<file path="src/rtl/coh_seq_pkg.sv">
package coh_seq_pkg;
  localparam int CODE_W = 3;

  typedef enum logic [CODE_W-1:0] {
    RSP_IM_XI    = 3'd0,
    RSP_IM       = 3'd1,
    RSP_IM_REJ   = 3'd2,
    RSP_MM_REJ   = 3'd3,
    RSP_RO_XI    = 3'd4,
    RSP_RO       = 3'd5,
    RSP_LOCAL_IM = 3'd6,
    RSP_MISS     = 3'd7
  } rspCode_t;

  typedef enum logic [2:0] {
    ST_IDLE, ST_BCAST, ST_PART, ST_COMB, ST_FINAL, ST_DONE
  } seqState_t;

  typedef struct packed {
    logic latchMask;
    logic clrPart;
    logic capPart;
    logic clrFinal;
    logic capFinal;
  } seqStrobe_t;
endpackage

</file>
<file path="src/rtl/coh_seq_dp.sv">
module coh_seq_dp
  import coh_seq_pkg::*;
#(
  parameter int NODES = 4
) (
  input  logic                      clk,
  input  logic                      rstN,
  input  seqStrobe_t                strb,
  input  logic [NODES-1:0]          nodeMask,
  input  logic [NODES-1:0]          prespValid,
  input  logic [NODES*CODE_W-1:0]   prespCode,
  input  logic [NODES-1:0]          frespValid,
  output logic                      allPart,
  output logic                      allFinal,
  output logic [CODE_W-1:0]         combCode,
  output logic                      combErr
);
  localparam logic [CODE_W-1:0] OWNER_MAX = RSP_IM;
  localparam logic [CODE_W-1:0] NONE_CODE = RSP_MISS;

  logic [NODES-1:0]  maskQ, gotPart, gotFinal, newPart;
  logic [CODE_W-1:0] nodeCode [NODES];
  logic [CODE_W-1:0] bestQ, bestD;
  logic              ownQ, ownD, errQ, errD;

  for (genvar g = 0; g < NODES; g++) begin : g_slice
    assign nodeCode[g] = prespCode[g*CODE_W +: CODE_W];
  end

  assign newPart = prespValid & maskQ & ~gotPart;

  always_comb begin
    bestD = bestQ;
    ownD  = ownQ;
    errD  = errQ;
    for (int i = 0; i < NODES; i++) begin
      if (newPart[i]) begin
        if (nodeCode[i] < bestD) bestD = nodeCode[i];
        if (nodeCode[i] <= OWNER_MAX) begin
          if (ownD) errD = 1'b1;
          ownD = 1'b1;
        end
      end
    end
  end

  always_ff @(posedge clk or negedge rstN) begin
    if (!rstN) begin
      maskQ    <= '0;
      gotPart  <= '0;
      gotFinal <= '0;
      bestQ    <= NONE_CODE;
      ownQ     <= 1'b0;
      errQ     <= 1'b0;
    end else begin
      if (strb.latchMask) maskQ <= nodeMask;
      if (strb.clrPart) begin
        gotPart <= '0;
        bestQ   <= NONE_CODE;
        ownQ    <= 1'b0;
        errQ    <= 1'b0;
      end else if (strb.capPart) begin
        gotPart <= gotPart | newPart;
        bestQ   <= bestD;
        ownQ    <= ownD;
        errQ    <= errD;
      end
      if (strb.clrFinal)      gotFinal <= '0;
      else if (strb.capFinal) gotFinal <= gotFinal | (frespValid & maskQ);
    end
  end

  assign allPart  = (gotPart == maskQ);
  assign allFinal = (gotFinal == maskQ);
  assign combErr  = errQ;
  assign combCode = errQ ? RSP_IM_REJ : bestQ;
endmodule

</file>
<file path="src/rtl/coh_seq_ctl.sv">
module coh_seq_ctl
  import coh_seq_pkg::*;
(
  input  logic              clk,
  input  logic              rstN,
  input  logic              reqValid,
  input  logic              fairBlock,
  input  logic              allPart,
  input  logic              allFinal,
  input  logic [CODE_W-1:0] combCode,
  input  logic              combErr,
  output seqStrobe_t        strb,
  output logic              reqAccept,
  output logic              bcastValid,
  output logic              combValid,
  output logic              errFlag,
  output logic              earlyOk,
  output logic              doneValid
);
  seqState_t stateQ, stateD;
  logic      isReject, xiPending;

  assign isReject  = (combCode == RSP_IM_REJ) || (combCode == RSP_MM_REJ);
  assign xiPending = (combCode == RSP_IM_XI) || (combCode == RSP_RO_XI);
  assign reqAccept = (stateQ == ST_IDLE) && reqValid && !fairBlock;

  always_comb begin
    stateD = stateQ;
    strb   = '0;
    unique case (stateQ)
      ST_IDLE: if (reqAccept) begin
        strb.latchMask = 1'b1;
        stateD = ST_BCAST;
      end
      ST_BCAST: begin
        strb.clrPart = 1'b1;
        stateD = ST_PART;
      end
      ST_PART: begin
        strb.capPart = 1'b1;
        if (allPart) stateD = ST_COMB;
      end
      ST_COMB: begin
        strb.clrFinal = 1'b1;
        stateD = ST_FINAL;
      end
      ST_FINAL: begin
        strb.capFinal = 1'b1;
        if (allFinal) stateD = isReject ? ST_BCAST : ST_DONE;
      end
      ST_DONE: stateD = ST_IDLE;
      default: stateD = ST_IDLE;
    endcase
  end

  always_ff @(posedge clk or negedge rstN) begin
    if (!rstN) stateQ <= ST_IDLE;
    else       stateQ <= stateD;
  end

  assign bcastValid = (stateQ == ST_BCAST);
  assign combValid  = (stateQ == ST_COMB);
  assign doneValid  = (stateQ == ST_DONE);
  assign errFlag    = combValid && combErr;
  assign earlyOk    = combValid && !isReject && !xiPending;
endmodule

</file>
<file path="src/rtl/coh_req_seq.sv">
module coh_req_seq
  import coh_seq_pkg::*;
#(
  parameter int NODES = 4
) (
  input  logic                    clk,
  input  logic                    rstN,
  input  logic                    reqValid,
  input  logic                    fairBlock,
  input  logic [NODES-1:0]        nodeMask,
  output logic                    reqAccept,
  output logic                    bcastValid,
  input  logic [NODES-1:0]        prespValid,
  input  logic [NODES*CODE_W-1:0] prespCode,
  output logic                    combValid,
  output logic [CODE_W-1:0]       combCode,
  output logic                    errFlag,
  output logic                    earlyOk,
  input  logic [NODES-1:0]        frespValid,
  output logic                    doneValid,
  output logic [CODE_W-1:0]       doneCode
);
  seqStrobe_t        strb;
  logic              allPart, allFinal, combErr;
  logic [CODE_W-1:0] dpCode;

  coh_seq_dp #(.NODES(NODES)) u_dp (
    .clk(clk), .rstN(rstN), .strb(strb), .nodeMask(nodeMask),
    .prespValid(prespValid), .prespCode(prespCode), .frespValid(frespValid),
    .allPart(allPart), .allFinal(allFinal), .combCode(dpCode), .combErr(combErr)
  );

  coh_seq_ctl u_ctl (
    .clk(clk), .rstN(rstN), .reqValid(reqValid), .fairBlock(fairBlock),
    .allPart(allPart), .allFinal(allFinal), .combCode(dpCode), .combErr(combErr),
    .strb(strb), .reqAccept(reqAccept), .bcastValid(bcastValid),
    .combValid(combValid), .errFlag(errFlag), .earlyOk(earlyOk),
    .doneValid(doneValid)
  );

  assign combCode = dpCode;
  assign doneCode = dpCode;
endmodule

</file>
<file path="config.mk">
export PLATFORM = sky130hd
export DESIGN_NAME = coh_req_seq
export DESIGN_NICKNAME = d
export VERILOG_FILES = /design/src/rtl/coh_seq_pkg.sv /design/src/rtl/coh_seq_dp.sv /design/src/rtl/coh_seq_ctl.sv /design/src/rtl/coh_req_seq.sv
export SDC_FILE = /design/constraint.sdc
export NUM_CORES = 1
export LEC_CHECK = 0
export BUFFER_PORTS_ARGS = -buffer_cell sky130_fd_sc_hd__buf_2
export CAP_MARGIN = 20
export CORE_MARGIN = 3
export CORE_UTILIZATION = 53
export CTS_BUF_LIST = sky130_fd_sc_hd__clkbuf_8 sky130_fd_sc_hd__clkbuf_16
export CTS_CLUSTER_DIAMETER = 30
export DETAILED_ROUTE_END_ITERATION = 10
export MAX_ROUTING_LAYER = met4
export PLACE_DENSITY = 0.8
export REMOVE_ABC_BUFFERS = 1
export SLEW_MARGIN = 20
export SYNTH_ARGS = -nofsm -noshare
export SYNTH_HDL_FRONTEND = slang
export SYNTH_SLANG_ARGS = --single-unit
</file>
<file path="constraint.sdc">
create_clock -name clk -period 4.66 [get_ports clk]
set_clock_uncertainty 0.1 [all_clocks]
set_input_delay 0.466 -clock clk [delete_from_list [all_inputs] [get_ports clk]]
set_output_delay 0.466 -clock clk [all_outputs]
set_load 0.05 [all_outputs]
</file>
==> metrics.csv <==
stage,metric,value,unit
detailed_routing,wl_met1,1623,microns
detailed_routing,drt_iter0_markers,76,
clock_network,cts_buffer_depth,2,
detailed_routing,viasPerCell,6.095,
critical_path,reg2reg_depth,17,
synthesis,synthXorXnorAreaFrac,0.04469,
timing,fin_crit_sh,0.9058,
synthesis,synth-compound-area-share,0.1883,
detailed_routing,postRouteWirelength,3845,microns
timing,tightest_slew,0.9273,ns
critical_path,cp-end-kind,flop,
layout,fin_cells,242,
synthesis,synth_cell_type_count,51,
critical_path,worstSetupPathType,flop to flop,
timing,rsz0062_at_grt,no,
detailed_routing,drt-wirelength-per-cell,15.89,microns
clock_network,post-cts-setup-buffers,0,
clock_network,cts.sinks,20,
detailed_routing,route.met2.wl,1925,microns
synthesis,netlist_top_cells_count,"dfrtp_1 (17), nand2_1 (17), nor2_1 (14), ha_1 (10)",
synthesis,synth_top_cell_by_area,dfrtp_1,
layout,layout.nets,250,
critical_path,cp.arrival,4.32,ns
layout,drive_above_1_share,0.2701,
global_routing,grt_pass1_vias,1458,
synthesis,synth_edf_count,0,
synthesis,syn_inst,177,
layout,diodes,0,
run_status,status,"complete, no violations",
critical_path,worstPathRequired,4.76,ns
floorplanning,dieWidth,60.39,microns
critical_path,critPathLaunchType,flop,
synthesis,synth_warnings,0,
placement,place.gp.congestion,0.9440,
placement,io_buffers,39,
pwr,power_frac_seq,0.308,
synthesis,synthSimpleGateAreaFrac,0.2378,
timing,final-hold-violation-count,0,
pwr,p_comb_frac,0.579,
global_routing,grt_max_degree,21,
pwr,peakVddDrop,575.2,uV
synthesis,yosys-top-cells-area,"dfrtp_1 (27%), ha_1 (8.0%), dfstp_2 (5.0%)",
clock_network,path_clk_slew,0.07,ns
detailed_routing,wl_met3,253,microns
clock_network,clockRootBuffer,clkbuf_8,
detailed_routing,vias,1475,
layout,area_delta_synth_final,15.72,%
worst_hold_path,min_path_type,input pin to async pin,
pwr,p_total,0.001150,W
pwr,power.share.clock,0.113,
timing,tns,0,ns
detailed_routing,ant_nets,0,
timing,layout_setup_ws,0.4389,ns
layout,fillers,232,
placement,dp_hpwl,2990,microns
detailed_routing,drc,0,
synthesis,yosys.area_share.adder,0.08619,
synthesis,synth_ff_type,dfrtp_1,
floorplanning,ioPinCount,40,
timing,whs,0.05144,ns
synthesis,avgSynthCellArea,8.857,sq um
synthesis,synth_area,0.001568,sq mm
floorplanning,core_area,0.002781,sq mm
floorplanning,dieArea,0.003646,sq mm
timing,report.final.slew_viol_count,0,
timing,max_freq,0.2369,GHz
synthesis,ys_seq_area_frac,0.3216,
detailed_routing,top_layer,met4,
synthesis,synth_top_family_by_area,simple AND/OR/NAND/NOR gates,
global_routing,grtUsageTotal,0.2390,
clock_network,cts_buffers,3,
global_routing,grt_antenna_before_repair,0,
synthesis,synth_mux_area_frac,0.06943,
floorplanning,initial_core_util,0.5637,
global_routing,overflow,0,
pwr,power_switching_share,0.4953,
pwr,powerDensity,634.1,mW/mm^2
timing,finalCriticalPeriod,4.221,ns
clock_network,cts_max_level,1,
critical_path,crit_fanout,6,
placement,dp_cells,238,
clock_network,insertion_delay,0.26,ns
floorplanning,placement_rows,19,
flow_run,maxCapViolCount,0,
synthesis,async_flop_share,1.000,
pwr,intPower,0.0005806,W
synthesis,synth_top_area_frac,0.2713,
pwr,switching_power,0.0005698,W
placement,place_ws,0.3037,ns
detailed_routing,first_pass_iters,4,
pwr,leakagePower,0.8926,nW
clock_network,tritoncts,yes,
global_routing,grt_pass1_wl,6403,microns
floorplanning,die_y,60.39,microns
timing,slew_headroom,0.3761,
synthesis,ys_seq_elements,20,
timing,finalSetupViolations,0,
==> critical path, stage by stage (launching register included) <==
cell      delay (ns)
dfstp_2         0.57
inv_1           0.08
ha_1            0.19
or3b_1          0.37
a211o_1         0.36
mux2i_1         0.18
a21o_1          0.20
ha_1            0.17
nor2b_1         0.13
nor3_2          0.35
a221oi_1        0.14
a31o_1          0.21
nor3b_2         0.26
ha_1            0.20
a2111o_1        0.23
nor2_1          0.07
a21oi_1         0.18
o22a_1          0.17
==> per-stage QoR <==
| step | util | instance area [sq um] |
|---|---|---|
| finish | 0.6523 | 1814 |
| global route | 0.6523 | 1814 |
| detailed placement | 0.6307 | 1754 |
| floorplan | - | 1520 |
| CTS | 0.6505 | 1809 |
| global placement | 0.6307 | 1754 |
==> state kept, by name, indices dropped and copies added (netlist names) <==
name / count
u_dp.gotPart: 4
u_dp.combErr: 1
u_dp.maskQ: 4
u_dp.gotFinal: 4
u_ctl.stateQ: 3
u_dp.ownQ: 1
u_dp.bestQ: 3
==> final cells by class <==
| cell class | count | area (sq um) | area share |
|---|---|---|---|
| clock buffer | 4 | 55.05 | 0.03034 |
| inverter | 9 | 33.78 | 0.01862 |
| multi-input combinational | 139 | 987.2 | 0.5441 |
| sequential | 20 | 504.2 | 0.2779 |
| tap | 31 | 38.79 | 0.02138 |
| timing repair buffer | 39 | 195.2 | 0.1076 |
==> cells in the final DEF (no fill, tap or decap), types with 3 or more instances in the layout <==
| cell | n |
|---|---|
| xnor2_1 | 7 |
| a21oi_1 | 9 |
| mux2_2 | 4 |
| nor2b_1 | 5 |
| nand4_1 | 3 |
| nand2_1 | 17 |
| nor2_1 | 14 |
| dfstp_2 | 3 |
| mux2i_1 | 5 |
| nand3_1 | 5 |
| o21ai_0 | 6 |
| nand3b_1 | 4 |
| nand2b_1 | 6 |
| a31oi_1 | 4 |
| a32o_1 | 3 |
| ha_1 | 10 |
| or3_1 | 3 |
| clkbuf_8 | 4 |
| inv_1 | 9 |
| and3_1 | 4 |
| buf_2 | 39 |
| dfrtp_1 | 17 |
==> timing repair <==
action / 4_1_cts / 5_1_grt
hold endpoints to repair: 0 / 0
gates resized for setup: 0 / 1
hold buffers: 0 / 0
setup endpoints to repair: 0 / 3
==> power groups by stage <==
stage | clock [W] | combinational (W) | sequential, W
global placement | 0 | 0.000625 | 0.000344
CTS | 0.000133 | 0.000663 | 0.000350
floorplan | 0 | 0.000521 | 0.000322
global route | 0.000139 | 0.000731 | 0.000366
detailed placement | 0 | 0.000654 | 0.000351
finish | 0.000130 | 0.000666 | 0.000354
==> routing by layer <==
| metal | vias to the layer above | track usage |
|---|---|---|
| li1 | 707 | - |
| met3 | 8 | 0.04894 |
| met2 | 61 | 0.3981 |
| met4 | 0 | 0.07911 |
| met1 | 699 | 0.2880 |
| met5 | - | - |
==> cell families after synthesis <==
group           Yosys count
compound gates           40
xor+xnor                  8
fa+ha+maj                11
buf+inv                  18
flops                    20
mux                      10
simple gates             70
==> path summary, 6_finish.rpt <==
path                                from               end  slack (ns)
max reg2reg                u_dp.bestQ[1]     u_dp.bestQ[2]        0.44
min reg2reg                    u_dp.ownQ         u_dp.ownQ        0.40
max                        u_dp.bestQ[1]     u_dp.bestQ[2]        0.44
max in group asynchronous           rstN     u_dp.bestQ[2]        4.07
min                                 rstN  u_dp.gotFinal[1]        0.05
min in group clk             nodeMask[2]     u_dp.maskQ[2]        0.34
Power figures use the tool's default switching activity.
